==> src/rtl/spi_cmd_pkg.sv <==
package spi_cmd_pkg;
  localparam int BYTE_W = 8;

  localparam logic [BYTE_W-1:0] OP_NAND_WR = 8'h08;
  localparam logic [BYTE_W-1:0] OP_CFG_WR  = 8'h09;
  localparam logic [BYTE_W-1:0] OP_NAND_RD = 8'h0A;
  localparam logic [BYTE_W-1:0] OP_FAST_RD = 8'h0B;
  localparam logic [BYTE_W-1:0] OP_LED_ON  = 8'h0C;
  localparam logic [BYTE_W-1:0] OP_LED_OFF = 8'h0D;

  typedef enum logic [2:0] {
    ST_OPCODE,
    ST_CFG,
    ST_WRITE,
    ST_RD_IDLE,
    ST_ADDR,
    ST_DUMMY,
    ST_RD_DATA,
    ST_IGNORE
  } dec_state_t;
endpackage

==> src/rtl/spi_cmd_sync.sv <==
module spi_cmd_sync #(
  parameter int STAGES = 2
) (
  input  logic clk,
  input  logic rst_n,
  input  logic sclk_i,
  input  logic mosi_i,
  input  logic cs_n_i,
  output logic cs_act,
  output logic sclk_rise,
  output logic sclk_fall,
  output logic mosi_s
);
  localparam int NSIG = 3;
  localparam logic [NSIG-1:0] RST_V = 3'b100;

  logic [NSIG-1:0] raw;
  logic [NSIG-1:0] synced;
  logic            sclk_d;

  assign raw = {cs_n_i, mosi_i, sclk_i};

  for (genvar g = 0; g < NSIG; g++) begin : g_sync
    logic [STAGES-1:0] chain;
    always_ff @(posedge clk or negedge rst_n) begin
      if (!rst_n) chain <= {STAGES{RST_V[g]}};
      else        chain <= {chain[STAGES-2:0], raw[g]};
    end
    assign synced[g] = chain[STAGES-1];
  end

  always_ff @(posedge clk or negedge rst_n) begin
    if (!rst_n) sclk_d <= 1'b0;
    else        sclk_d <= synced[0];
  end

  assign cs_act    = ~synced[2];
  assign mosi_s    = synced[1];
  assign sclk_rise = cs_act & synced[0] & ~sclk_d;
  assign sclk_fall = cs_act & ~synced[0] & sclk_d;
endmodule

==> src/rtl/spi_cmd_shift.sv <==
module spi_cmd_shift #(
  parameter int W = 8
) (
  input  logic         clk,
  input  logic         rst_n,
  input  logic         cs_act,
  input  logic         sclk_rise,
  input  logic         sclk_fall,
  input  logic         mosi_s,
  input  logic         tx_load,
  input  logic [W-1:0] tx_byte,
  output logic         byte_done,
  output logic [W-1:0] rx_byte,
  output logic         tx_bit
);
  localparam int CNT_W = $clog2(W);
  localparam logic [CNT_W-1:0] CNT_LAST = CNT_W'(W - 1);

  logic [CNT_W-1:0] bit_cnt;
  logic [W-1:0]     rx_sh;
  logic [W-1:0]     tx_sh;
  logic [W-1:0]     rx_next;

  assign rx_next = {rx_sh[W-2:0], mosi_s};

  always_ff @(posedge clk or negedge rst_n) begin
    if (!rst_n) begin
      bit_cnt   <= '0;
      rx_sh     <= '0;
      tx_sh     <= '0;
      rx_byte   <= '0;
      byte_done <= 1'b0;
    end else if (!cs_act) begin
      bit_cnt   <= '0;
      tx_sh     <= '0;
      byte_done <= 1'b0;
    end else begin
      byte_done <= 1'b0;
      if (sclk_rise) begin
        rx_sh   <= rx_next;
        bit_cnt <= (bit_cnt == CNT_LAST) ? '0 : bit_cnt + 1'b1;
        if (bit_cnt == CNT_LAST) begin
          byte_done <= 1'b1;
          rx_byte   <= rx_next;
          tx_sh     <= '0;
        end
      end else if (sclk_fall && bit_cnt != '0) begin
        tx_sh <= {tx_sh[W-2:0], 1'b0};
      end else if (tx_load) begin
        tx_sh <= tx_byte;
      end
    end
  end

  assign tx_bit = tx_sh[W-1];
endmodule

==> src/rtl/spi_cmd_ctrl.sv <==
module spi_cmd_ctrl
  import spi_cmd_pkg::*;
#(
  parameter int          W          = 8,
  parameter int          ADDR_BYTES = 3,
  parameter logic [W-1:0] CFG_RESET = 8'h1F
) (
  input  logic                    clk,
  input  logic                    rst_n,
  input  logic                    cs_act,
  input  logic                    byte_done,
  input  logic [W-1:0]            rx_byte,
  input  logic [W-1:0]            nand_rd_data,
  output logic [W-1:0]            cfg_q,
  output logic                    led5_n,
  output logic                    wr_valid,
  output logic [W-1:0]            wr_data,
  output logic                    rd_req,
  output logic [W*ADDR_BYTES-1:0] rd_addr,
  output logic                    tx_load,
  output logic [W-1:0]            tx_byte
);
  localparam int AW    = W * ADDR_BYTES;
  localparam int IDX_W = $clog2(ADDR_BYTES);
  localparam logic [IDX_W-1:0] IDX_LAST = IDX_W'(ADDR_BYTES - 1);

  dec_state_t       st;
  logic [W-1:0]     held;
  logic             held_v;
  logic             fast;
  logic [IDX_W-1:0] idx;
  logic             rd_q;

  always_ff @(posedge clk or negedge rst_n) begin
    if (!rst_n) begin
      st       <= ST_OPCODE;
      held     <= '0;
      held_v   <= 1'b0;
      fast     <= 1'b0;
      idx      <= '0;
      rd_q     <= 1'b0;
      cfg_q    <= CFG_RESET;
      led5_n   <= 1'b1;
      wr_valid <= 1'b0;
      wr_data  <= '0;
      rd_req   <= 1'b0;
      rd_addr  <= '0;
    end else begin
      wr_valid <= 1'b0;
      rd_req   <= 1'b0;
      rd_q     <= rd_req;
      if (rd_req && fast) rd_addr <= rd_addr + 1'b1;
      if (!cs_act) begin
        st     <= ST_OPCODE;
        held_v <= 1'b0;
        fast   <= 1'b0;
        rd_q   <= 1'b0;
      end else if (byte_done) begin
        unique case (st)
          ST_OPCODE: begin
            unique case (rx_byte)
              OP_CFG_WR:  st <= ST_CFG;
              OP_LED_ON:  begin led5_n <= 1'b0; st <= ST_IGNORE; end
              OP_LED_OFF: begin led5_n <= 1'b1; st <= ST_IGNORE; end
              OP_NAND_WR: begin held_v <= 1'b0; st <= ST_WRITE; end
              OP_NAND_RD: begin fast <= 1'b0; st <= ST_RD_IDLE; end
              OP_FAST_RD: begin fast <= 1'b1; idx <= '0; st <= ST_ADDR; end
              default:    st <= ST_IGNORE;
            endcase
          end
          ST_CFG: begin
            cfg_q <= rx_byte;
            st    <= ST_IGNORE;
          end
          ST_WRITE: begin
            if (held_v) begin
              wr_valid <= 1'b1;
              wr_data  <= held;
            end
            held   <= rx_byte;
            held_v <= 1'b1;
          end
          ST_RD_IDLE: begin
            rd_req <= 1'b1;
            st     <= ST_RD_DATA;
          end
          ST_ADDR: begin
            rd_addr <= {rd_addr[AW-W-1:0], rx_byte};
            idx     <= idx + 1'b1;
            if (idx == IDX_LAST) st <= ST_DUMMY;
          end
          ST_DUMMY: begin
            rd_req <= 1'b1;
            st     <= ST_RD_DATA;
          end
          ST_RD_DATA: rd_req <= 1'b1;
          default:    st <= ST_IGNORE;
        endcase
      end
    end
  end

  assign tx_load = rd_q;
  assign tx_byte = nand_rd_data;
endmodule

==> src/rtl/spi_cmd_decoder.sv <==
module spi_cmd_decoder #(
  parameter int         DATA_W      = 8,
  parameter int         ADDR_BYTES  = 3,
  parameter int         SYNC_STAGES = 2,
  parameter logic [7:0] CFG_RESET   = 8'h1F
) (
  input  logic                         clk,
  input  logic                         rst_n,
  input  logic                         spi_sclk,
  input  logic                         spi_mosi,
  input  logic                         spi_cs_n,
  output logic                         spi_miso,
  output logic                         spi_miso_oe,
  output logic [DATA_W-1:0]            cfg_pins,
  output logic                         led5_n,
  output logic                         nand_wr_valid,
  output logic [DATA_W-1:0]            nand_wr_data,
  output logic                         nand_rd_req,
  input  logic [DATA_W-1:0]            nand_rd_data,
  output logic [DATA_W*ADDR_BYTES-1:0] nand_addr
);
  logic              cs_act;
  logic              sclk_rise;
  logic              sclk_fall;
  logic              mosi_s;
  logic              byte_done;
  logic [DATA_W-1:0] rx_byte;
  logic              tx_load;
  logic [DATA_W-1:0] tx_byte;
  logic              tx_bit;

  spi_cmd_sync #(.STAGES(SYNC_STAGES)) u_sync (
    .clk       (clk),
    .rst_n     (rst_n),
    .sclk_i    (spi_sclk),
    .mosi_i    (spi_mosi),
    .cs_n_i    (spi_cs_n),
    .cs_act    (cs_act),
    .sclk_rise (sclk_rise),
    .sclk_fall (sclk_fall),
    .mosi_s    (mosi_s)
  );

  spi_cmd_shift #(.W(DATA_W)) u_shift (
    .clk       (clk),
    .rst_n     (rst_n),
    .cs_act    (cs_act),
    .sclk_rise (sclk_rise),
    .sclk_fall (sclk_fall),
    .mosi_s    (mosi_s),
    .tx_load   (tx_load),
    .tx_byte   (tx_byte),
    .byte_done (byte_done),
    .rx_byte   (rx_byte),
    .tx_bit    (tx_bit)
  );

  spi_cmd_ctrl #(
    .W          (DATA_W),
    .ADDR_BYTES (ADDR_BYTES),
    .CFG_RESET  (CFG_RESET)
  ) u_ctrl (
    .clk          (clk),
    .rst_n        (rst_n),
    .cs_act       (cs_act),
    .byte_done    (byte_done),
    .rx_byte      (rx_byte),
    .nand_rd_data (nand_rd_data),
    .cfg_q        (cfg_pins),
    .led5_n       (led5_n),
    .wr_valid     (nand_wr_valid),
    .wr_data      (nand_wr_data),
    .rd_req       (nand_rd_req),
    .rd_addr      (nand_addr),
    .tx_load      (tx_load),
    .tx_byte      (tx_byte)
  );

  assign spi_miso_oe = ~spi_cs_n;
  assign spi_miso    = spi_miso_oe & tx_bit;
endmodule

==> config.mk <==
export PLATFORM = sky130hd
export DESIGN_NAME = spi_cmd_decoder
export DESIGN_NICKNAME = d
export VERILOG_FILES = /design/src/rtl/spi_cmd_pkg.sv /design/src/rtl/spi_cmd_sync.sv /design/src/rtl/spi_cmd_shift.sv /design/src/rtl/spi_cmd_ctrl.sv /design/src/rtl/spi_cmd_decoder.sv
export SDC_FILE = /design/constraint.sdc
export NUM_CORES = 1
export LEC_CHECK = 0
export BUFFER_PORTS_ARGS = -buffer_cell sky130_fd_sc_hd__buf_4
export CORE_MARGIN = 10
export CORE_UTILIZATION = 58
export DETAILED_ROUTE_END_ITERATION = 12
export GPL_TIMING_DRIVEN = 0
export MAX_ROUTING_LAYER = met4
export PLACE_DENSITY = 0.9
export SETUP_SLACK_MARGIN = 0.02
export SLEW_MARGIN = 5
export SYNTH_ARGS = -nofsm -noshare
export SYNTH_HDL_FRONTEND = slang
export SYNTH_HIERARCHICAL = 1
export SYNTH_SLANG_ARGS = --single-unit
==> constraint.sdc <==
create_clock -name clk -period 4.6 [get_ports clk]
set_input_delay 0.46 -clock clk [delete_from_list [all_inputs] [get_ports clk]]
set_output_delay 0.46 -clock clk [all_outputs]
set_load 0.05 [all_outputs]
**Yosys cells after proc, flatten, opt, wreduce, memory -nomap -nowiden**

Index checks and enable logic that the tools add are counted.
Widths: inputs -> output; s select.

- Add/sub/neg operators: 3
- Equal/unequal tests: 19
- Multiplexer cells: 39
- Bitwise gates (word level): 9
- Reductions and logical operators: 26

Operator list:

| cell | number |
|---|---|
| $mux 24 | 4 |
| $eq 8x4->1 const B | 6 |
| $mux 8 | 5 |
| $add 24x1->24 const B | 1 |
| $pmux 3 s4 | 2 |
| $mux 3 | 6 |
| $reduce_and 3->1 | 6 |
| $mux 1 | 17 |
| $eq 3x3->1 const B | 4 |
| $reduce_and 4->1 | 3 |
| $reduce_bool 2->1 | 5 |
| $reduce_bool 3->1 | 3 |
| $eq 3x2->1 const B | 2 |
| $ne 3x2->1 const B | 2 |
| $pmux 1 s2 | 3 |
| $and 1x1->1 | 5 |
| $ne 2x1->1 const B | 2 |
| $not 1->1 | 4 |
| $pmux 2 s2 | 1 |
| $reduce_and 2->1 | 2 |
| $reduce_bool 4->1 | 1 |
| $reduce_or 2->1 | 2 |
| $add 3x1->3 const B | 1 |
| $eq 3x1->1 const B | 1 |
| 7 further kinds | 8 |

- Bits in registers: 93
- Input port bits: 13
- Output and inout port bits: 45
- Logic and storage cells: 117

**Logic depth before layout (Yosys ltp)**

Gate-level depths: netlist of the first run.

- Depth in word-level cells: 7
- Mapped depth: 9
- Mapped depth without buffers: 6

**Cells and area by module**

The synthesis of the first run kept the hierarchy.

By module, submodules not included:

| module | instances | cells each | area an instance (µm²) | seq. area each (µm²) |
|---|---|---|---|---|
| spi_cmd_ctrl | 1 | 290 | 2981.6 | 1483.9 |
| spi_cmd_shift | 1 | 88 | 1251.2 | 675.6 |
| spi_cmd_sync | 1 | 10 | 196.4 | 177.7 |
| spi_cmd_decoder | 1 | 2 | 10.0 | 0.0 |

**Worst setup path after synthesis of the first run**

OpenSTA, ideal clock, no wires.

- Path kind: reg-to-reg
- From: register u_ctrl.rd_addr[5]
- To: register u_ctrl.rd_addr[19]
- Arrival: 2.043 ns
- Path slack: 2.485 ns
- Cell stages (with the launch flop): 5
- Buffers on the path: 0
- Period minus slack after synthesis: 2.115 ns
- Cells stage by stage: dfrtp_1 > nand4_1 > or4_1 > or4b_1 > nand3_1

- Longest elaborated chain between the ends: 5

RTL lines:

| what | line | source |
|---|---|---|
| start: declaration | spi_cmd_ctrl.sv:19 | `output logic [W*ADDR_BYTES-1:0] rd_addr,` |
| start signal: assignment | spi_cmd_ctrl.sv:52 | `if (rd_req && fast) rd_addr <= rd_addr + 1'b1;` |
| start signal: assignment | spi_cmd_ctrl.sv:88 | `rd_addr <= {rd_addr[AW-W-1:0], rx_byte};` |
| $add 24x1->24 (*) | spi_cmd_ctrl.sv:52 |  |
| $mux 24 (*) | spi_cmd_ctrl.sv:52 |  |
| $mux 24 | spi_cmd_ctrl.sv:59 | `unique case (st)` |
| $mux 24 | spi_cmd_ctrl.sv:58 | `end else if (byte_done) begin` |
| $mux 24 (*) | spi_cmd_ctrl.sv:53 | `if (!cs_act) begin` |

Mark *: on every way between the ends. The rest lies on a longest branch, timed or not.
A chain may end at the register's enable or synchronous reset.

**Worst setup path after layout of the first run**

- From: register u_sync.g_sync[2].chain[1]
- To: register u_ctrl.rd_addr[8]

- Longest elaborated chain between the ends: 1

RTL lines:

| what | line | source |
|---|---|---|
| start: declaration | spi_cmd_sync.sv:24 | `logic [STAGES-1:0] chain;` |
| start signal: assignment | spi_cmd_sync.sv:26 | `if (!rst_n) chain <= {STAGES{RST_V[g]}};` |
| start signal: assignment | spi_cmd_sync.sv:27 | `else chain <= {chain[STAGES-2:0], raw[g]};` |
| $mux 24 | spi_cmd_ctrl.sv:53 |  |

No other way between the ends.

==> results of run 1 <==
==> path summary, 6_finish.rpt <==
| kind | start | endpoint | slack [ps] | cells after the start |
|---|---|---|---|---|
| min | spi_mosi | u_sync/g_sync[1].chain[0]$_DFF_PN0_ | 200 | 1 |
| max in group asynchronous | rst_n | u_shift/rx_sh[5]$_DFFE_PN0P_ | 3560 | 1 |
| max | u_sync/g_sync[2].chain[1]$_DFF_PN1_ | u_ctrl/rd_addr[8]$_DFF_PN0_ | 2010 | 9 |
| min in group asynchronous | rst_n | u_ctrl/wr_data[2]$_DFFE_PN0P_ | 320 | 1 |
| min reg2reg | u_sync/g_sync[1].chain[0]$_DFF_PN0_ | u_sync/g_sync[1].chain[1]$_DFF_PN0_ | 360 | 0 |
| max reg2reg | u_sync/g_sync[2].chain[1]$_DFF_PN1_ | u_ctrl/rd_addr[8]$_DFF_PN0_ | 2010 | 9 |
==> state kept, by name, indices dropped and copies added, names as in the netlist, 2 cells and up <==
name	flops
u_ctrl/st	3
u_ctrl/cfg_q	8
u_ctrl/rd_addr	24
u_shift/tx_sh	8
u_ctrl/wr_data	8
u_ctrl/idx	2
u_shift/rx_sh	7
u_sync/g_sync.chain	6
u_shift/rx_byte	8
u_shift/bit_cnt	3
u_ctrl/held	8
==> worst register-to-register path, cell delays in order (launching register included) <==
cell      delay [ps]
dfstp_2          390
inv_1            230
clkbuf_1         360
and4bb_2         380
and2_1           150
clkbuf_1         280
buf_2            270
buf_2            280
nand2_1           90
o21ai_0           90
==> power breakdown <==
| part | leakage, uW | switching [uW] | internal, uW | total [uW] |
|---|---|---|---|---|
| logic | 0.00112 | 32.7 | 27.0 | 59.8 |
| registers | 0.00125 | 14.3 | 837 | 852 |
| clock network | 0.000102 | 278 | 279 | 558 |
| total | 0.00247 | 325 | 1140 | 1470 |
==> metrics by stage <==
step,cells,util [%]
final,554,70.03
after detailed placement,538,67.26
after CTS,554,70.03
after global placement,538,67.26
after global routing,554,70.03
after floorplan,390,-
==> per-layer routing <==
metal  vias up  global-route usage (%)
met3        19                   4.371
met4         0                   7.634
li1       1508                       -
met2       161                   30.66
met1      1668                   21.61
met5         -                       -
==> cell usage in the layout (no fill, tap or decap), types with 5 or more instances in the layout <==
cell	synthesis	routed
ha_1	5	5
inv_1	13	13
o2bb2ai_1	8	8
mux2i_1	11	11
buf_4	8	57
o211ai_1	5	5
and2_1	10	10
or4_1	12	12
a21oi_1	5	5
xor2_1	6	6
nand3_1	21	21
dfrtp_1	85	85
o21ai_0	16	16
xnor2_1	6	6
nand2_1	31	31
nor2_1	14	14
nand4_1	7	7
a31oi_1	8	8
dfstp_2	8	8
clkbuf_1	11	12
clkbuf_8	0	11
mux2_2	40	40
buf_2	5	5
==> cell families after synthesis <==
| logic type | Yosys count | share of synthesized area, % |
|---|---|---|
| and+or+nand+nor | 129 | 16.29 |
| DFF | 93 | 52.65 |
| AOI/OAI and AO/OA | 60 | 9.865 |
| muxes | 51 | 12.63 |
| buffers and inverters | 40 | 4.791 |
| xor gates and xnor gates | 12 | 2.368 |
| adders and majority gates | 5 | 1.409 |
==> layout make-up <==
class                   count  area (um^2)  area share [%]
flip-flops and latches     93         2337           45.53
plain buffers              27        163.9           3.193
clock buffers              12        155.1           3.022
multi-input cells         257         1889           36.80
repair buffers             49        367.9           7.165
inverters                  13        48.80          0.9505
clock inverters             4        47.55          0.9262
well taps                  99        123.9           2.413
==> results_dict.tcl, run 1 <==
set metrics [dict create \
    status "complete, no violations" \
    areaGrowthSynthToFinish_pct 15.64 \
    portBuffers 49 \
    finalWorstSetupSlack_ps 2010 \
    cts-root-buf "clkbuf_8" \
    cts_setup_buffers 0 \
    synth.most_common_cell "dfrtp_1" \
    drt_iter0_markers 259 \
    critPathKind "flip-flop to flip-flop" \
    crit_family "buffers and inverters" \
    finalSetupViolations 0 \
    routed.top_layer "met4" \
    pwr_density_cell_mw_per_mm2 286.1 \
    synthCells 390 \
    ir_drop_v 0.0002718 \
    synth_top_area_cell "dfrtp_1" \
    fp.dieH_um 107.5 \
    synth.ff_latch_count 93 \
    antenna_left 0 \
    pre_cts_ws_ps 2060 \
    clock_sinks 93 \
    max_freq_mhz 386.0 \
    diodes 0 \
    dr.pass1.iters 5 \
    synth_edf_count 0 \
    crit_required_ps 4870 \
    syn_area_mm2 0.004439 \
    grt_max_degree 94 \
    crit_chain "inv_1 > clkbuf_1 > and4bb_2 > and2_1 > clkbuf_1 > buf_2 > buf_2 > nand2_1 > o21ai_0" \
    grt_pass1_vias 3546 \
    worst_pin_slew_ps 1145 \
    vias_per_cell 6.058 \
    path_clk_slew_ps 90 \
    hp-class "input port to flip-flop" \
    dp.final_hpwl_um 7052 \
    syn_avg_cell_area_um2 11.38 \
    yosys-top-cells-area "dfrtp_1 48%, mux2_2 10%, dfstp_2 4.7%" \
    hold_viol 0 \
    num_vias 3356 \
    cts_tree "yes" \
    core_area_mm2 0.007331 \
    netlist-cell-type-count 55 \
    hold_slack_ps 198.1 \
    fin_crit_ps 2590 \
    synth_commonest_cells "85 x dfrtp_1, 40 x mux2_2, 31 x nand2_1" \
    die_width_um 107.5 \
    wl_per_cell_um 18.38 \
    design_area_mm2 0.005134 \
    dieArea_mm2 0.01155 \
    io_pins 58 \
    wl_um 10180 \
    drv_cap 0 \
    gp_congestion 0.9542 \
    antenna_found_initial 0 \
    fin_skew_ps 11.88 \
    remaining_drc_errors 0 \
    relSlewSlack_pct 23.65 \
    grt_pass1_wl_um 17190 \
    crit_path_top_delay_cell "dfstp_2" \
    nets 468 \
    fillers 528 \
    rsz0062_at_grt "false" \
    critical_path_buf_inv_count 5 \
    cts_buffer_depth 2 \
    leakage_uw 0.002470 \
    clkLatencyLatePin_ps 360 \
    cts_hold_buf 0 \
    met1Wirelength_um 4054 \
    initial_utilization_pct 60.56 \
    wl_met3_um 739 \
    drive_above_1_share_pct 31.65 \
    placed_area_mm2 0.004931 \
    fin_crit_sh_pct 56.31 \
    yosysSeqAreaShare_pct 52.65 \
    synthArstFlopShare_pct 100.0 \
    slew_violations 0 \
    cts_buffers 9 \
    synth_top_area_share_pct 47.91 \
    synth_ff_type "dfrtp_1" \
    cpPeakStageDelay_ps 390 \
    path_max_fanout 10 \
    p_total_uw 1469 \
    met2_length_um 5179 \
    track_usage_pct 18.69 \
    gr-total-overflow 0 \
    startpoint_type "flip-flop" \
    totalNegativeSetupSlack_ps 0 \
    cp.arrival_ps 2870 \
    cts_resized 0 \
    ctsHtreeMaxLevel 3 \
    ys_warn_count 6 \
    synth_nets 408 \
    row_count 31 \
    endpoint_kind "flip-flop" \
]
Note: power is estimated with default switching activity, not from simulation.
==> run 2, diff against run 1 <==
--- a/config.mk
+++ b/config.mk
@@ -5,6 +5,7 @@
 export SDC_FILE = /design/constraint.sdc
 export NUM_CORES = 1
 export LEC_CHECK = 0
+export ABC_AREA = 1
 export BUFFER_PORTS_ARGS = -buffer_cell sky130_fd_sc_hd__buf_4
 export CORE_MARGIN = 10
 export CORE_UTILIZATION = 58
==> constraint.sdc (replaced) <==
create_clock -name clk -period 2.5 [get_ports clk]
set_input_delay 0.25 -clock clk [delete_from_list [all_inputs] [get_ports clk]]
set_output_delay 0.25 -clock clk [all_outputs]
set_load 0.05 [all_outputs]
==> run 2 against run 1 <==
- utilization shrank 2.5 points
- largest power group unchanged
- clock power grew 75%
- sequential power grew 82%
- die area grew 6.0%
- setup slack got worse by 1200 ps
- highest routed layer unchanged
==> results_dict.tcl, run 2 <==
set metrics [dict create \
    status "complete, no violations" \
    antenna_found_initial 0 \
    synth_top_area_share_pct 44.63 \
    wl_um 10960 \
    regToRegSetupSlack_ps 800 \
    dr.pass1.iters 5 \
    synth.most_common_cell "nand2_1" \
    clock_sinks 93 \
    nets 659 \
    wl_per_cell_um 14.60 \
    drv_cap 0 \
    path_clk_slew_ps 90 \
    reg2reg_to "u_ctrl/rd_addr[18]$_DFF_PN0_" \
    synth_top_area_cell "dfrtp_1" \
    remaining_drc_errors 0 \
    totalNegativeSetupSlack_ps 0 \
    cp.arrival_ps 1990 \
    synth_commonest_cells "178 x nand2_1, 85 x dfrtp_1, 63 x inv_1" \
    crit_required_ps 2790 \
    crit_chain "inv_2 > buf_4 > nand2_4 > inv_2 > nand2_2 > buf_6 > buf_4 > nor2_1 > a21oi_1" \
    leakage_uw 0.002833 \
    cts-root-buf "clkbuf_8" \
    gr-total-overflow 0 \
    regMostFlops "u_ctrl/rd_addr" \
    num_vias 4020 \
    cts_buffer_depth 2 \
    max_freq_mhz 588.3 \
    r2r_start "u_sync/g_sync[2].chain[1]$_DFF_PN1_" \
    fin_crit_sh_pct 67.99 \
    fp.dieH_um 110.6 \
    cp_num_cells 9 \
    pwr_density_cell_mw_per_mm2 483.3 \
    track_usage_pct 18.46 \
    ctsHtreeMaxLevel 3 \
    drive_above_1_share_pct 23.07 \
    busiest_layer "met2" \
    cts_tree "yes" \
    synth_ff_type "dfrtp_1" \
    layout_commonest_cell "nand2_1" \
    rsz0062_at_grt "false" \
    cts_setup_buffers 0 \
    use_met3_pct 3.517 \
    hold_viol 0 \
    synth_nets 597 \
    grt_max_degree 94 \
    crit_end "u_ctrl/rd_addr[18]$_DFF_PN0_" \
    synth_edf_count 0 \
    crit_path_top_delay_cell "dfstp_2" \
    grt_use_met2_pct 29.56 \
    grt_pass1_vias 4060 \
    yosys-top-cells-area "dfrtp_1 45%, nand2_1 14%, inv_1 5.0%" \
    syn_area_mm2 0.004766 \
    finalSetupViolations 0 \
    portBuffers 49 \
    synthArstFlopShare_pct 100.0 \
    core_area_mm2 0.008093 \
    relSlewSlack_pct 23.79 \
    clkLatencyLatePin_ps 360 \
    endpoint_kind "flip-flop" \
    ys_warn_count 6 \
    largest_reg_flops 24 \
    cp-startpoint "u_sync/g_sync[2].chain[1]$_DFF_PN1_" \
    synth.ff_latch_count 93 \
    startpoint_type "flip-flop" \
    yosysSeqAreaShare_pct 49.04 \
    dp.final_hpwl_um 7828 \
    ir_drop_v 0.0003234 \
    hold_slack_ps 14.91 \
    antenna_left 0 \
    crit_family "buffers and inverters" \
    synthCells 579 \
    cpPeakStageDelay_ps 530 \
    path_max_fanout 10 \
    io_pins 58 \
    die_width_um 110.6 \
    dieArea_mm2 0.01224 \
    drt_iter0_markers 302 \
    fillers 627 \
    syn_avg_cell_area_um2 8.231 \
    netlist-cell-type-count 36 \
    hp-class "input port to flip-flop" \
    initial_utilization_pct 58.89 \
    reg2reg_depth 9 \
    cts_buffers 9 \
    final_cell_mix "178 x nand2_1, 85 x dfrtp_1, 63 x inv_1, 59 x buf_4, 41 x nor2_1" \
    diodes 0 \
    row_count 33 \
    gp_congestion 0.8991 \
    fin_crit_ps 1700 \
    areaGrowthSynthToFinish_pct 14.75 \
    use_met1_pct 22.51 \
    grt_pass1_wl_um 18880 \
    critical_path_buf_inv_count 5 \
    critPathKind "flip-flop to flip-flop" \
    fin_skew_ps 8.243 \
    slew_violations 0 \
    vias_per_cell 5.353 \
    worst_pin_slew_ps 1143 \
]
run 2: cell types whose count changed after synthesis, sizes merged, moves of 10 or more:
cell    delta
o21ai     +36
mux2      -39
mux2i     -11
clkbuf    -10
nand3     +16
nor2      +40
or4       -12
and2      -11
nand2    +165
inv       +60
run 2: through the flow:
stage                     util, %  total power (uW)  cells  cell area [um^2]  worst slack [ps]
final                       67.58              2643    751              5469             800.2
after global routing        67.58              2773    751              5469             713.8
after CTS                   67.58              2670    751              5469             798.2
after detailed placement    65.06              1698    733              5265             823.4
after global placement      65.06              1690    733              5265             872.3
after floorplan                 -              1644    579              4766             722.4
run 2: worst reg2reg max path: stages, from the launching register on:
cell	delay, ps
dfstp_2	530
inv_2	50
buf_4	180
nand2_4	140
inv_2	80
nand2_2	100
buf_6	150
buf_4	200
nor2_1	70
a21oi_1	120
run 2: cell families after synthesis:
group / share of synthesized area [%]
simple gates: 29.90
buf+inv: 8.979
flops: 49.04
compound gates: 9.058
xor+xnor: 1.470
fa+ha+maj: 1.313
mux: 0.2363
run 2: repair_timing:
item,4_1_cts,5_1_grt
gates resized for setup,0,0
hold buffers,2,0
hold endpoints to repair,2,0
endpoints found under the setup margin,0,0
run 2: area by class of cell:
class | count | area, um^2 | share of cell area [%]
inverter | 73 | 274.0 | 5.010
multi-input combinational | 392 | 2001 | 36.58
sequential | 93 | 2337 | 42.74
tap | 105 | 131.4 | 2.402
clock buffer | 12 | 135.1 | 2.471
clock inverter | 4 | 48.80 | 0.8922
timing repair buffer | 51 | 387.9 | 7.092
buffer | 21 | 153.9 | 2.814
run 2: power breakdown:
group | internal [uW] | switching [uW] | leakage [uW]
sequential | 1530 | 15.1 | 0.00125
clock | 463 | 511 | 0.0000943
combinational | 37.2 | 84.7 | 0.00148
total | 2030 | 611 | 0.00283
run 2: worst min path at each step:
stage                                              from                             endpoint  slack (ps)  depth (start not counted)
finish                                         spi_cs_n  u_sync/g_sync[2].chain[0]$_DFF_PN1_          10                          1
global placement    u_sync/g_sync[1].chain[0]$_DFF_PN0_  u_sync/g_sync[1].chain[1]$_DFF_PN0_         340                          0
floorplan                                         rst_n          u_ctrl/cfg_q[5]$_DFFE_PN0P_         -50                          0
CTS                                            spi_cs_n  u_sync/g_sync[2].chain[0]$_DFF_PN1_           1                          1
detailed placement  u_sync/g_sync[1].chain[0]$_DFF_PN0_  u_sync/g_sync[1].chain[1]$_DFF_PN0_         340                          0
global route                                   spi_cs_n  u_sync/g_sync[2].chain[0]$_DFF_PN1_        0.09                          1
run 2: routing by layer:
layer	routed length, um	part of all wire (%)
met2	5432	50
met4	211	1.9
met1	4682	43
met3	637	5.8
met5	0	0
